[src/rtl/snBankPkg.sv]
package snBankPkg;
  localparam int SN_IDX_W = 8;

  typedef struct packed {
    logic                wrByte;   // commit write of one serial byte
    logic                setLock;  // latch the lock
    logic                rdSn;     // read selects a serial byte
    logic                rdLock;   // read selects the lock register
    logic [SN_IDX_W-1:0] byteIdx;  // serial byte index for read/write
  } snStrobes_t;
endpackage

[src/rtl/snCtrl.sv]
module snCtrl
  import snBankPkg::*;
#(
  parameter int          ADDR_W    = 8,
  parameter int          DATA_W    = 8,
  parameter int          NUM_BYTES = 8,
  parameter int unsigned BASE_ADDR = 'h10,
  parameter int          LOCK_BIT  = 7
) (
  input  logic              clk,
  input  logic              rstN,
  input  logic              busSel,
  input  logic              busWr,
  input  logic [ADDR_W-1:0] busAddr,
  input  logic [DATA_W-1:0] busWdata,
  input  logic              lockQ,
  output snStrobes_t        strobes,
  output logic              wrReject
);
  localparam logic [ADDR_W-1:0] FIRST_A = ADDR_W'(BASE_ADDR);
  localparam logic [ADDR_W-1:0] LAST_A  = ADDR_W'(BASE_ADDR + NUM_BYTES - 1);
  localparam logic [ADDR_W-1:0] LOCK_A  = ADDR_W'(BASE_ADDR + NUM_BYTES);

  logic              inSn;
  logic              isLock;
  logic              wrAcc;
  logic              rejectNow;
  logic [ADDR_W-1:0] offset;

  always_comb begin
    inSn      = (busAddr >= FIRST_A) && (busAddr <= LAST_A);
    isLock    = (busAddr == LOCK_A);
    wrAcc     = busSel && busWr;
    offset    = busAddr - FIRST_A;
    rejectNow = wrAcc && inSn && lockQ;

    strobes.wrByte  = wrAcc && inSn && !lockQ;
    strobes.setLock = wrAcc && isLock && busWdata[LOCK_BIT];
    strobes.rdSn    = inSn;
    strobes.rdLock  = isLock;
    strobes.byteIdx = SN_IDX_W'(offset);
  end

  always_ff @(posedge clk or negedge rstN) begin
    if (!rstN) wrReject <= 1'b0;
    else       wrReject <= rejectNow;
  end

  // a rejection pulse only ever follows a locked bank
  p_reject_needs_lock_r8: assert property (@(posedge clk) disable iff (!rstN)
    wrReject |-> lockQ);

  // no byte write is committed while the bank is locked
  p_no_write_when_locked_r4: assert property (@(posedge clk) disable iff (!rstN)
    lockQ |-> !strobes.wrByte);

  // one access per cycle, so the two write strobes never coincide
  p_single_strobe_r2: assert property (@(posedge clk) disable iff (!rstN)
    $onehot0({strobes.wrByte, strobes.setLock}));
endmodule

[src/rtl/snData.sv]
module snData
  import snBankPkg::*;
#(
  parameter int DATA_W    = 8,
  parameter int NUM_BYTES = 8,
  parameter int LOCK_BIT  = 7
) (
  input  logic              clk,
  input  logic              rstN,
  input  snStrobes_t        strobes,
  input  logic [DATA_W-1:0] wrData,
  output logic              lockQ,
  output logic [DATA_W-1:0] rdData
);
  localparam int IDX_W = $clog2(NUM_BYTES);

  logic [NUM_BYTES-1:0][DATA_W-1:0] snMem;
  logic [IDX_W-1:0]                 idx;

  assign idx = strobes.byteIdx[IDX_W-1:0];

  always_ff @(posedge clk or negedge rstN) begin
    if (!rstN)                lockQ <= 1'b0;
    else if (strobes.setLock) lockQ <= 1'b1;
  end

  for (genvar g = 0; g < NUM_BYTES; g++) begin : gByte
    always_ff @(posedge clk or negedge rstN) begin
      if (!rstN)
        snMem[g] <= '0;
      else if (strobes.wrByte && (strobes.byteIdx == SN_IDX_W'(g)))
        snMem[g] <= wrData;
    end
  end

  always_comb begin
    rdData = '0;
    if (strobes.rdSn)        rdData = snMem[idx];
    else if (strobes.rdLock) rdData[LOCK_BIT] = lockQ;
  end

  // the lock never falls once set
  p_lock_sticky_r5: assert property (@(posedge clk) disable iff (!rstN)
    lockQ |=> lockQ);

  // locked contents are frozen
  p_locked_stable_r4: assert property (@(posedge clk) disable iff (!rstN)
    (lockQ && $past(lockQ)) |-> $stable(snMem));

  // a committed write lands in the addressed byte
  p_write_lands_r2: assert property (@(posedge clk) disable iff (!rstN)
    strobes.wrByte |=> (snMem[$past(idx)] == $past(wrData)));

  // low bits of the lock register read as zero
  always_comb begin
    if (rstN && strobes.rdLock && !strobes.rdSn)
      p_lock_low_zero_r6: assert (rdData[LOCK_BIT-1:0] == '0);
  end
endmodule

[src/rtl/snLockBank.sv]
module snLockBank
  import snBankPkg::*;
#(
  parameter int          ADDR_W    = 8,
  parameter int          DATA_W    = 8,
  parameter int          NUM_BYTES = 8,
  parameter int unsigned BASE_ADDR = 'h10,
  parameter int          LOCK_BIT  = 7
) (
  input  logic              clk,
  input  logic              rstN,
  input  logic              busSel,
  input  logic              busWr,
  input  logic [ADDR_W-1:0] busAddr,
  input  logic [DATA_W-1:0] busWdata,
  output logic [DATA_W-1:0] busRdata,
  output logic              wrReject
);
  snStrobes_t strobes;
  logic       lockQ;

  snCtrl #(
    .ADDR_W(ADDR_W), .DATA_W(DATA_W), .NUM_BYTES(NUM_BYTES),
    .BASE_ADDR(BASE_ADDR), .LOCK_BIT(LOCK_BIT)
  ) u_ctrl (
    .clk(clk), .rstN(rstN), .busSel(busSel), .busWr(busWr),
    .busAddr(busAddr), .busWdata(busWdata), .lockQ(lockQ),
    .strobes(strobes), .wrReject(wrReject)
  );

  snData #(
    .DATA_W(DATA_W), .NUM_BYTES(NUM_BYTES), .LOCK_BIT(LOCK_BIT)
  ) u_data (
    .clk(clk), .rstN(rstN), .strobes(strobes), .wrData(busWdata),
    .lockQ(lockQ), .rdData(busRdata)
  );
endmodule

[config.mk]
export PLATFORM = sky130hd
export DESIGN_NAME = snLockBank
export DESIGN_NICKNAME = d
export VERILOG_FILES = /design/src/rtl/snBankPkg.sv /design/src/rtl/snCtrl.sv /design/src/rtl/snData.sv /design/src/rtl/snLockBank.sv
export SDC_FILE = /design/constraint.sdc
export NUM_CORES = 1
export LEC_CHECK = 0
export CAP_MARGIN = 20
export CORE_MARGIN = 3
export CORE_UTILIZATION = 61
export DETAILED_ROUTE_END_ITERATION = 10
export PLACE_DENSITY = 0.84
export SLEW_MARGIN = 20
export SYNTH_ARGS = -nofsm -noshare
export SYNTH_HDL_FRONTEND = slang
export SYNTH_SLANG_ARGS = --single-unit
[constraint.sdc]
create_clock -name clk -period 4.5 [get_ports clk]
set_input_delay 0.45 -clock clk [delete_from_list [all_inputs] [get_ports clk]]
set_output_delay 0.45 -clock clk [all_outputs]
set_load 0.1 [all_outputs]
==> impl_results.md, run 1 <==
* Area grow syn2layout at 16.4%
* Met2 usage at 37.0%
* Mapped Area at 3090 um2
* Critical Path Slowest Stage Cell: clkdlybuf4s50_1
* Post-synth EDFFs at 0
* TritonCTS clock tree: built
* Vias at 1794
* # resized after CTS at 0
* Number of diodes at 0
* VDD IR max at 0.227 mV
* Max Fclk at 0.349 GHz
* Share of the synthesized area in the top cell type at 53.5%
* Critical Path RT at 4.05 ns
* Crit path buffers/inverters at 3
* Worst skew pair latency at 0.34 ns
* Unrepaired setup endpoints after global routing: false
* Crit path DAT at 2.42 ns
* Setup TNS at 0 ns
* Avg Inst Size Synth at 15.9 um2
* Synth async-reset ratio at 100%
* DRT iter0 DRCs at 126
* Clock sinks at 66
* Max stage delay on crit path at 0.83 ns
* Worst reg-to-reg path cell count at 4
* Num CTS Buffers at 9
* Type of the most critical hold path: in2async
* GRT overflow at 0
* Longest Clk Path Bufs at 2
* # port buffers at 28
* Core Util, Final at 74.5%
* Hold Buf Count CTS at 0
* Crit path kind: in2out
* Slew headroom at 35.9%
* Most common cell in the netlist: dfrtp_1
* Post-CTS Setup Bufs at 0
* CP most frequent cell: buf_4
* Worst path depth at 6
* Die width at 77.1 um
* Routed Antenna Nets at 0
* Ys Warns at 0
* M3 GR Usage at 7.28%
* Nature of the critical path startpoint: input pin
* Initial antenna violation count at 0
* Distinct cells, synth at 26
* Fin crit share at 63.7%
* Setup violations, final at 0
* Hpwl dp at 4.13 mm
* Post-synthesis sequential area ratio at 53.5%
* Worst-path clk slew at 0.07 ns
* FP Rows at 25
* Setup crit end kind: output pin
* Die Y at 77.1 um
* Largest net degree at the start of global routing at 67
* Met1 usage at 31.3%
* GRT Util Overall at 23.3%
* #FFs+latches synth at 66
* Synth area leaders: dfrtp_1 54%, mux2_2 23%, mux4_2 12%
* Busiest layer in global routing: met2
* CTS H-tree lvls at 3
* Die Area at 5950 um2
* Top delay family on crit path: buffers and inverters
* Slew at the pin closest to its max-slew limit at 0.958 ns
* Yosys top cell by area: dfrtp_1
* Layout cells sized above 1 at 47.9%
* Top cells by count, synth: 66 x dfrtp_1, 63 x mux2_2, 16 x mux4_2
* CP max FO at 10
* Status: complete, no violations
* CP cell instances: clkdlybuf4s50_1 -> buf_4 -> mux4_2 -> mux2i_1 -> nor2_1 -> buf_4
* Top FF cell, synth: dfrtp_1
* Core Area at 4820 um2
* Post-layout min period at 2.87 ns
* DRT Pass-1 Iters at 4
* WL/cell at 20.5 um
* First-pass GRT wire length at 10.3 mm
* Initial Util at 64.1%
* Root buf cell: clkbuf_8
* # DRC at 0
* Routed WL at 6.17 mm
* MaxCap Viol Count at 0
* Final hold vios at 0
* Clock Skews at 0.00862 ns
* Final #Nets at 249
* Pins Over Slew Limit at 0
* PwrDens at 322 nW/um2
* IO Count at 29
* Gate Count Post-Synth at 194
* GP Congestion at 0.778
* Syn Nets at 214
* Vias in the first global route at 1906
* P_leak at 1.75 nW
* Vias per cell at 5.96
[cell families after synthesis]
logic type / Yosys count / share of synthesized area [%]
mux: 88 / 37.6
flops: 66 / 53.5
simple gates: 29 / 6.73
buf+inv: 9 / 1.62
compound gates: 2 / 0.486
[registers in the layout, summed over array words and instances (netlist names)]
name / flops
u_ctrl.wrReject: 1
u_data.lockQ: 1
u_data.snMem: 64
[area by class of cell]
type                            instances  area, um2
Clock buffer                           14        173
Multi-Input combinational cell        119       1380
Sequential cell                        66       1650
Inverter                                1       3.75
Fill cell                             330       1230
Tap cell                               67       83.8
Clock inverter                          2       10.0
Timing Repair Buffer                   32        285
[metrics by stage]
step	power (W)	hold slack, ns	instance area, um2	worst slack [ns]	instances
floorplan	0.000671	0.154	3090	0.449	194
global placement	0.000713	0.465	3410	1.62	285
detailed placement	0.000718	0.479	3410	1.53	285
CTS	0.00117	0.312	3590	1.67	301
global route	0.00121	0.355	3590	1.51	301
finish	0.00116	0.269	3590	1.63	301
[where the power goes]
| group | total [W] | switching [W] | leakage (nW) | internal (W) |
|---|---|---|---|---|
| Clock | 0.000450 | 0.000206 | 0.0965 | 0.000244 |
| Sequential | 0.000617 | 0.00000828 | 0.916 | 0.000609 |
| Combinational | 0.0000888 | 0.0000446 | 0.733 | 0.0000442 |
[routing by layer]
layer  share of wire (%)  wire, um
met4                0.65        40
met5                   0         0
met2                  50      3100
met1                  44      2690
met3                 5.6       348
[cell usage in the layout, fill, tap and decap left out, types with 3 or more instances in the layout]
master and instances:
clkdlybuf4s50_1 19, dfrtp_1 66, mux2i_1 8, nor2_1 8, clkbuf_8 12, mux4_2 16, buf_4 12, nand2_1 5
mux2_2 63, nand3_1 3
[final timing paths]
path | startpoint | slack [ns] | to
max | busAddr[1] | 1.63 | busRdata[6]
min | rstN | 0.27 | u_data.snMem[63]
max reg2reg | u_data.lockQ | 2.63 | u_data.snMem[63]
min reg2reg | u_data.snMem[55] | 0.50 | u_data.snMem[55]
max in group asynchronous | rstN | 3.67 | u_data.snMem[54]
min in group clk | u_data.snMem[55] | 0.50 | u_data.snMem[55]
No activity file was read; power rests on OpenSTA's default activity.
==> run 2: changes to the inputs <==
--- a/config.mk
+++ b/config.mk
@@ -7,9 +7,9 @@
 export LEC_CHECK = 0
 export CAP_MARGIN = 20
 export CORE_MARGIN = 3
-export CORE_UTILIZATION = 61
+export CORE_UTILIZATION = 51
 export DETAILED_ROUTE_END_ITERATION = 10
-export PLACE_DENSITY = 0.84
+export PLACE_DENSITY = 0.75
 export SLEW_MARGIN = 20
 export SYNTH_ARGS = -nofsm -noshare
 export SYNTH_HDL_FRONTEND = slang
==> constraint.sdc (replaced) <==
create_clock -name clk -period 2.6 [get_ports clk]
set_input_delay 0.26 -clock clk [delete_from_list [all_inputs] [get_ports clk]]
set_output_delay 0.26 -clock clk [all_outputs]
set_load 0.1 [all_outputs]
==> impl_results.md, run 2 (synthesized netlist as in run 1, its figures left out) <==
* Status: complete, no violations
* Post-CTS Setup Bufs at 0
* Slew at the pin closest to its max-slew limit at 0.857 ns
* Routed Antenna Nets at 0
* Fin crit share at 94.2%
* Largest register FFs at 64
* GRT Util Overall at 21.6%
* Most common cell after layout, fill and taps aside: dfrtp_1
* Die Area at 7020 um2
* Worst skew pair latency at 0.34 ns
* CTS H-tree lvls at 3
* Routed WL at 6.78 mm
* Total Power at 0.00205 W
* TritonCTS clock tree: built
* CP max FO at 8
* Die Y at 83.8 um
* PwrDens at 524 nW/um2
* Vias per cell at 5.83
* Num CTS Buffers at 9
* GP Congestion at 0.839
* Seq. cell area at 1650 um2
* Hpwl dp at 4.74 mm
* Initial antenna violation count at 0
* Setup crit end kind: output pin
* GRT overflow at 0
* Largest net degree at the start of global routing at 40
* DRT iter0 DRCs at 54
* FP Rows at 27
* Final hold vios at 0
* Max Fclk at 0.408 GHz
* Unrepaired setup endpoints after global routing: false
* Hold Buf Count CTS at 0
* Clock sinks at 66
* Post-layout min period at 2.45 ns
* Largest Register: u_data.snMem
* Area grow syn2layout at 26.6%
* Core Area at 5680 um2
* Vias at 1905
* Nature of the critical path startpoint: input pin
* P_leak at 1.88 nW
* WL/cell at 20.7 um
* CP Launch Point: busAddr[6]
* # port buffers at 28
* First-pass GRT wire length at 11.4 mm
* DRT Pass-1 Iters at 4
* Setup violations, final at 0
* # DRC at 0
* Crit path kind: in2out
* CP endpoint: busRdata[6]
* Number of diodes at 0
* Crit path DAT at 2.19 ns
* # resized after CTS at 0
* Core Util, Final at 68.8%
* Slew headroom at 42.9%
* Root buf cell: clkbuf_8
* Type of the most critical hold path: in2async
* MaxCap Viol Count at 0
* Most frequent cells in the layout: 66 x dfrtp_1, 63 x mux2_2, 23 x buf_4
* Critical Path RT at 2.34 ns
* Reg2reg end: u_data.snMem[24]
* Initial Util at 54.4%
* Worst-path clk slew at 0.07 ns
* VDD IR max at 0.293 mV
* FF-to-FF Start: u_data.lockQ
* Final #Nets at 270
* Vias in the first global route at 2203
* Multi-input logic area at 1410 um2
* Worst reg-to-reg path cell count at 4
* Pins Over Slew Limit at 0
* Filler cells at 392
* Layout cells sized above 1 at 54.9%
* Worst R2R Setup Slack at 0.87 ns
* Die width at 83.8 um
* IO Count at 29
* Longest Clk Path Bufs at 2
* Largest regs: u_data.snMem: 64 flops, u_ctrl.wrReject: 1 flops, u_data.lockQ: 1 flops
* Clock Skews at 0.00668 ns
==> run 2: cell types whose count changed in the layout (fill, tap and decap cells not counted), moves of 2 or more <==
cell,delta
clkbuf_1,+2
buf_4,+11
nor2_2,+7
nor2_1,-7
clkbuf_8,-3
buf_12,+11
==> run 2: how the worst min path moves through the flow <==
stage,from,endpoint,slack (ns),depth (start not counted)
floorplan,rstN,u_ctrl.wrReject,-0.04,0
global placement,rstN,u_data.snMem[15],0.39,1
detailed placement,rstN,u_data.snMem[7],0.42,1
CTS,rstN,u_data.snMem[15],0.04,1
global route,rstN,u_data.snMem[23],0.06,1
finish,rstN,u_data.snMem[15],0.02,1
==> run 2: metal layers <==
| layer | GRT usage [%] | part of all wire (%) |
|---|---|---|
| met4 | 8.77 | 1.8 |
| met1 | 27.6 | 44 |
| met5 | 0 | 0 |
| met2 | 35.2 | 50 |
| met3 | 5.43 | 4.1 |
==> run 2: layout make-up <==
cell class                 count  area share [%]
clock buffer                  13            3.55
inverter                       1          0.0961
sequential                    66            42.3
multi-input combinational    119            36.0
clock inverter                 3            1.02
timing repair buffer          53            14.8
tap                           72            2.31
==> run 2: worst max-delay path, cell delays in order <==
cell	delay (ns)
clkdlybuf4s50_1	0.41
or4b_4	0.55
or2_0	0.36
buf_12	0.22
nor2_2	0.18
buf_12	0.20
==> run 2: report_power, final <==
part | leakage [nW] | switching, W | internal, W
clock | 0.0914 | 0.000370 | 0.000441
combinational | 0.871 | 0.0000828 | 0.0000860
sequential | 0.916 | 0.0000146 | 0.00105
total | 1.88 | 0.000468 | 0.00158
==> run 2: per-stage QoR <==
step           hold WS, ns  cell area [um2]  setup TNS, ns  worst slack [ns]  instances
6_report            0.0206             3910              0             0.151        327
5_1_grt             0.0646             3910              0            0.0936        327
4_1_cts             0.0421             3910              0             0.156        327
3_5_place_dp         0.424             3730         -0.154           -0.0303        311
3_3_place_gp         0.387             3730              0            0.0184        311
2_1_floorplan      -0.0356             3110              0             0.150        194
